**src/rtl/irq_pkg.sv**
```systemverilog
package irq_pkg;

    localparam int SENSE_W = 2;

    typedef enum logic [SENSE_W-1:0] {
        SENSE_LOW  = 2'b00,
        SENSE_RSVD = 2'b01,
        SENSE_FALL = 2'b10,
        SENSE_RISE = 2'b11
    } sense_e;

    // Edge-mode trigger decision for one pin
    function automatic logic edge_trigger(input sense_e mode, input logic rose, input logic fell);
        case (mode)
            SENSE_FALL: edge_trigger = fell;
            SENSE_RISE: edge_trigger = rose;
            default:    edge_trigger = 1'b0;
        endcase
    endfunction

endpackage

```
**src/rtl/irq_pin_sense.sv**
```systemverilog
module irq_pin_sense
    import irq_pkg::*;
#(
    parameter int SYNC_STAGES = 2
) (
    input  logic   clk,
    input  logic   rst,
    input  logic   pin_i,
    input  sense_e mode_i,
    output logic   set_o,
    output logic   lvl_o
);
    logic [SYNC_STAGES-1:0] sync_q;
    logic                   prev_q;
    logic                   cur;

    assign cur = sync_q[SYNC_STAGES-1];

    always_ff @(posedge clk) begin
        if (rst) begin
            sync_q <= '1;
            prev_q <= 1'b1;
        end else begin
            sync_q <= {sync_q[SYNC_STAGES-2:0], pin_i};
            prev_q <= cur;
        end
    end

    assign set_o = edge_trigger(mode_i, cur & ~prev_q, ~cur & prev_q);
    assign lvl_o = (mode_i == SENSE_LOW) && !cur;


    fall_edge_chk: assert property (@(posedge clk) disable iff (rst)
        (set_o && mode_i == SENSE_FALL) |-> (!cur && prev_q));

endmodule

```
**src/rtl/irq_flag.sv**
```systemverilog
module irq_flag (
    input  logic clk,
    input  logic rst,
    input  logic set_i,
    input  logic clr_i,
    output logic flag_q
);
    always_ff @(posedge clk) begin
        if (rst)        flag_q <= 1'b0;
        else if (set_i) flag_q <= 1'b1;
        else if (clr_i) flag_q <= 1'b0;
    end


    set_wins_chk: assert property (@(posedge clk) disable iff (rst)
        set_i |=> flag_q);


    clear_takes_chk: assert property (@(posedge clk) disable iff (rst)
        (clr_i && !set_i) |=> !flag_q);

endmodule

```
**src/rtl/irq_prio.sv**
```systemverilog
module irq_prio #(
    parameter int N = 3
) (
    input  logic [N-1:0] req_i,
    output logic [N-1:0] sel_o
);
    always_comb begin
        sel_o = '0;
        for (int i = N - 1; i >= 0; i--) begin
            if (req_i[i]) sel_o = N'(1) << i;
        end
    end


    sel_onehot_chk: assert final ($onehot0(sel_o));

endmodule

```
**src/rtl/irq_sense_ctrl.sv**
```systemverilog
module irq_sense_ctrl
    import irq_pkg::*;
#(
    parameter int NUM_PINS    = 2,
    parameter int SYNC_STAGES = 2,
    localparam int NUM_SRC    = NUM_PINS + 1,
    localparam int CFG_W      = NUM_PINS * SENSE_W
) (
    input  logic               clk,
    input  logic               rst,
    input  logic [NUM_PINS-1:0] ext_pin,
    input  logic               tmr_ovf,
    input  logic [CFG_W-1:0]   sense_cfg,
    input  logic [NUM_SRC-1:0] src_en,
    input  logic               glb_en,
    input  logic [NUM_SRC-1:0] clr_wr,
    input  logic               vec_ack,
    output logic [NUM_SRC-1:0] flag_q,
    output logic [NUM_SRC-1:0] irq_req,
    output logic [NUM_SRC-1:0] irq_sel
);
    logic [NUM_SRC-1:0] set_v;
    logic [NUM_SRC-1:0] lvl_v;
    logic [NUM_SRC-1:0] clr_v;
    logic [NUM_SRC-1:0] pend_v;

    for (genvar i = 0; i < NUM_PINS; i++) begin : g_pin
        irq_pin_sense #(.SYNC_STAGES(SYNC_STAGES)) i_sense (
            .clk    (clk),
            .rst    (rst),
            .pin_i  (ext_pin[i]),
            .mode_i (sense_e'(sense_cfg[SENSE_W*i +: SENSE_W])),
            .set_o  (set_v[i]),
            .lvl_o  (lvl_v[i])
        );
    end

    assign set_v[NUM_SRC-1] = tmr_ovf;
    assign lvl_v[NUM_SRC-1] = 1'b0;

    assign clr_v = clr_wr | ({NUM_SRC{vec_ack}} & irq_sel);

    for (genvar s = 0; s < NUM_SRC; s++) begin : g_flag
        irq_flag i_flag (
            .clk    (clk),
            .rst    (rst),
            .set_i  (set_v[s]),
            .clr_i  (clr_v[s]),
            .flag_q (flag_q[s])
        );
    end

    assign pend_v  = flag_q | lvl_v;
    assign irq_req = {NUM_SRC{glb_en}} & src_en & pend_v;

    irq_prio #(.N(NUM_SRC)) i_prio (
        .req_i (irq_req),
        .sel_o (irq_sel)
    );


    ovf_sets_chk: assert property (@(posedge clk) disable iff (rst)
        tmr_ovf |=> flag_q[NUM_SRC-1]);


    ack_sel_chk: assert property (@(posedge clk) disable iff (rst)
        (vec_ack && irq_sel[0] && !set_v[0]) |=> !flag_q[0]);

endmodule

```
**config.mk**
```make
export PLATFORM = sky130hd
export DESIGN_NAME = irq_sense_ctrl
export DESIGN_NICKNAME = d
export VERILOG_FILES = /design/src/rtl/irq_pkg.sv /design/src/rtl/irq_pin_sense.sv /design/src/rtl/irq_flag.sv /design/src/rtl/irq_prio.sv /design/src/rtl/irq_sense_ctrl.sv
export SDC_FILE = /design/constraint.sdc
export NUM_CORES = 1
export LEC_CHECK = 0
export CORE_AREA = 2 2 39 41
export DETAILED_ROUTE_END_ITERATION = 8
export DIE_AREA = 0 0 41 43
export PLACE_DENSITY = 0.79
export SLEW_MARGIN = 20
export SYNTH_ARGS = -nofsm -noshare
export SYNTH_HDL_FRONTEND = slang
export SYNTH_SLANG_ARGS = --single-unit
```
**constraint.sdc**
```tcl
create_clock -name clk -period 1.7 [get_ports clk]
set_input_delay 0.34 -clock clk [delete_from_list [all_inputs] [get_ports clk]]
set_output_delay 0.34 -clock clk [all_outputs]
set_load 0.02 [all_outputs]
```
Word-level counts from Yosys, hierarchy flattened --
Cells that the tools add are included.
Cells by class: add/sub/neg operators 0, multipliers 0, divide/modulo/power cells 0, order comparisons 0, equal/unequal tests 4, shift operators 0, mux-type cells 11, bitwise logic cells 13, reductions and logical operators 9
Operators with widths (number):
- $and A3 B3 Y3 | 3
- $mux W3 | 3
- $eq A2 B2 Y1 const B | 4
- $mux W1 | 6
- $reduce_bool A2 Y1 | 3
- $and A1 B1 Y1 | 4
- $logic_not A2 Y1 | 2
- $not A1 Y1 | 4
- $pmux W1 S2 | 2
- $or A3 B2 Y3 | 1
- $or A3 B3 Y3 | 1
- $logic_and A1 B1 Y1 | 2
- $logic_not A1 Y1 | 2
Word-level totals: flip-flop bits (word level) 9, latch bits 0, bits in writable memories 0, bits in read-only memories 0, bits of input ports 17, output and inout bits 9, logic and storage cells 44, memories kept 0

Depth between registers and ports, before layout --
depth after elaboration 11, gate-level depth with buffers 4, gate-level depth less buffers 4

Cells and area by module --
A second synthesis with hierarchy kept.
Second synthesis, totals: cells, all modules 41, area total of the unflattened synthesis 406.6 um2
By module, submodules not included:
- irq_pin_sense | instances 2, cells an instance 10, area each 107.6 um2
- irq_flag | instances 3, cells an instance 4, area each 38.8 um2
- irq_sense_ctrl | instances 1, cells an instance 6, area each 48.8 um2
- irq_prio | instances 1, cells an instance 3, area each 26.3 um2

Worst setup path before layout --
No wires, ideal clock.
kind reg-to-output, from reg g_pin[0].i_sense.sync_q[1], to out irq_sel[2], arrival time 1191 ps, required time 1360 ps, path slack 169 ps, cell stages (with the launch flop) 5, path buffers 0, cell sequence dfxtp_1 > nor3_1 > o211ai_2 > inv_2 > a2111oi_2
Between the ends: cells in the longest elaborated chain, start to end 5
RTL lines:
- start: declaration | RTL line irq_pin_sense.sv:13 | logic [SYNC_STAGES-1:0] sync_q;
- start signal: assignment | RTL line irq_pin_sense.sv:24 | sync_q <= {sync_q[SYNC_STAGES-2:0], pin_i};
- $logic_not A1 Y1 | RTL line irq_pin_sense.sv:30 | assign lvl_o = (mode_i == SENSE_LOW) && !cur;
- $logic_and A1 B1 Y1 | RTL line irq_pin_sense.sv:30
- $or A3 B2 Y3 | RTL line irq_sense_ctrl.sv:53 | assign pend_v = flag_q | lvl_v;
- $and A3 B3 Y3 | RTL line irq_sense_ctrl.sv:54 | assign irq_req = {NUM_SRC{glb_en}} & src_en & pend_v;
- net irq_req[0] | RTL line irq_sense_ctrl.sv:19 | output logic [NUM_SRC-1:0] irq_req,
- $mux W3 | RTL line irq_prio.sv:10 | if (req_i[i]) sel_o = N'(1) << i;
- end: declaration | RTL line irq_sense_ctrl.sv:20 | output logic [NUM_SRC-1:0] irq_sel
The timed path passes the listed nets, and every way through them passes these cells.

Final worst setup path --
from reg g_pin[0].i_sense.sync_q[1], to out irq_sel[2]
Between the ends: cells in the longest elaborated chain, start to end 5
RTL lines (RTL line):
- $logic_not A1 Y1 | irq_pin_sense.sv:30
- $logic_and A1 B1 Y1 | irq_pin_sense.sv:30
- $or A3 B2 Y3 | irq_sense_ctrl.sv:53
- $and A3 B3 Y3 | irq_sense_ctrl.sv:54
- $mux W3 | irq_prio.sv:10
No other way between the ends.

==> results.toml <==
[clock_network]
cts-buffers-inserted = 3
cts.sinks = 9
htreeDepth = 1
hold_buffers = 0
insertion_delay_ns = 0.25
cts-root-buf = "clkbuf_4"
clockBufferDepth = 2
cts_tree = "yes"
clk_pin_slew_ns = 0.06

[floorplan]
die_height_um = 43
core_um2 = 1384
start_util_pct = 33.27
die_x_um = 41
num_rows = 14
die-area_um2 = 1763
pin_count = 26

[synth]
synth_top_family_by_area = "simple AND/OR/NAND/NOR gates"
synth-compound-area-share_pct = 17.66
ys_types = 25
synthMuxAreaShare_pct = 0
synth-simple-area-share_pct = 35.05
synth_area_per_cell_um2 = 9.797
yosysSeqAreaShare_pct = 39.13
yosysWarningCount = 0
synthAdderAreaFrac_pct = 0
syn_area_um2 = 460.4
syn_nets = 64
ys_seq_elements = 9
synthCells = 47
synth_xor_area_share_pct = 0

[detailed_routing]
dr.pass1.iters = 2
vias_per_cell = 4.596
routed_wl_mm = 1.172
vias = 478
drc_errors = 0
ant_nets = 0
drt_iter0_markers = 3
wl_per_cell_um = 11.27

[layout]
utilization_pct = 62.12
n_antenna_cell = 0
fin_nets = 106
drive_above_1_share_pct = 46.59
fillers = 123
postLayoutCellArea_um2 = 859.6
area_delta_synth_final_pct = 86.68
stdcell_count = 104

[global_routing]
grt_pass1_wl_mm = 1.759
gr-total-overflow = 0
track_usage_pct = 14.79
antenna_found_initial = 0
grt_max_degree = 10
grt_pass1_vias = 440

[sta]
drv_slew = 0
min_period_over_period_pct = 100.6
tightest_slew_ns = 0.2990
setup_viol = 1
timing.fmax_mhz = 584.7
final.setup.worst_slack_ns = -0.01039
hold_ws_ns = 0.4096
rsz0062_at_grt = "yes"
skew_ns = 0.0001771
post-route-min-period_ns = 1.710
slew_headroom_pct = 80.03
hold_viol = 0

[worst_hold_path]
hold_path.class = "register to register"

[critical_path]
end_kind = "output port"
worstPathRequired_ns = 1.36
arrival_ns = 1.37
start_kind = "register"
criticalPathCategory = "register to output port"
crit_fanout = 2

[power]
ir_drop_mv = 0.3545
power_density_nw_per_um2 = 560.7
power_uw = 482.0
leakage_nw = 0.3970

[job]
drv_cap = 0

[run_status]
status = "finished, violations left"
violations = "setup timing"

[placed_design]
gp_congestion = 0.6962
placed_area_um2 = 813.3
hpwl_um = 913.8
dp.cells = 99
port_buffers = 25
-- flip-flops by register name, indices dropped and copies added, names as in the netlist --
signal	cells
g_pin.i_sense.sync_q	4
g_flag.i_flag.flag_q	3
g_pin.i_sense.prev_q	2
-- through the flow --
stage               setup TNS (ns)  setup slack, ns
finish                    -0.01039         -0.01039
global route               -0.2690         -0.07919
CTS                       -0.08548         -0.08548
detailed placement          -3.398          -0.6462
global placement            -3.306          -0.6538
floorplan                        0           0.1691
-- cell usage after synthesis --
master / instances / share of area (%)
nor3b_1: 1 / 1.6
or2_2: 6 / 8.2
a2111oi_2: 2 / 6.5
and2_1: 2 / 2.7
inv_2: 1 / 0.81
inv_1: 1 / 0.81
and4b_1: 1 / 2.2
nor3_1: 3 / 3.3
nor3_2: 1 / 2.2
o21ai_0: 1 / 1.1
and3b_1: 1 / 1.9
a211oi_1: 1 / 1.6
nand3b_1: 1 / 1.6
buf_4: 4 / 6.5
nand3_2: 1 / 2.2
nand3_1: 2 / 2.2
dfxtp_1: 9 / 39
nor2b_1: 2 / 2.7
o21a_1: 1 / 1.6
o211ai_2: 1 / 2.7
and2_2: 1 / 1.6
o21bai_1: 1 / 1.6
a21oi_1: 1 / 1.1
and4bb_1: 1 / 2.7
a31oi_1: 1 / 1.4
-- critical path, stage by stage (launching register included) --
cell       delay [ns]
dfxtp_2          0.34
nor3_2           0.05
o211ai_2         0.18
inv_2            0.08
a2111oi_4        0.28
buf_4            0.20
-- power breakdown --
part	total, mW	switching [mW]	internal (mW)
Combinational	0.0987	0.0368	0.0619
Clock	0.159	0.0693	0.0901
Sequential	0.224	0.00444	0.219
-- placed cells by master (no fill, tap or decap), types with 2 or more instances in the layout --
cell type | Yosys | routed
buf_2 | 0 | 2
clkdlybuf4s50_1 | 0 | 11
dlygate4sd2_1 | 0 | 5
dfxtp_1 | 9 | 8
buf_4 | 4 | 18
nand3_1 | 2 | 2
clkbuf_4 | 0 | 3
nor2b_1 | 2 | 2
and2_4 | 0 | 2
clkdlybuf4s15_2 | 0 | 2
nor3_1 | 3 | 2
clkdlybuf4s15_1 | 0 | 2
or2_2 | 6 | 6
-- worst paths after layout --
path                         startpoint                         end  slack (ns)  cells past startpoint
min          g_pin[0].i_sense.sync_q[0]  g_pin[0].i_sense.sync_q[1]        0.41                      1
max reg2reg  g_pin[1].i_sense.sync_q[1]     g_flag[2].i_flag.flag_q        0.46                      4
max          g_pin[0].i_sense.sync_q[1]                  irq_sel[2]       -0.01                      5
min reg2reg  g_pin[0].i_sense.sync_q[0]  g_pin[0].i_sense.sync_q[1]        0.41                      1
-- what timing repair did --
item / CTS / global route
setup buffers: 1 / 0
gates resized for setup: 36 / 5
endpoints found under the setup margin: 6 / 6
pin swaps: 4 / 2
gates cloned: 0 / 0
-- cells by family (layout without fill, tap and decap cells) --
kind of cell,after synthesis,count (layout)
flops,9,9
compound gates,9,9
buf+inv,6,47
simple gates,23,23
-- final cells by class --
cell class                 instances  area, um^2  area share [%]
tap                               16       20.02           2.329
sequential                         9       181.4           21.11
clock buffer                       4       26.28           3.057
inverter                           2       7.507          0.8734
timing repair buffer              41       354.1           41.19
multi-input combinational         32       270.3           31.44
-- layer usage --
layer	vias to the layer above	track usage [%]	routed length [um]
li1	248	-	-
met1	213	18.12	465
met2	17	23.75	642
met3	0	1.571	64
met4	0	8.000	0
met5	-	0	0
(Power assumes the default switching activity.)
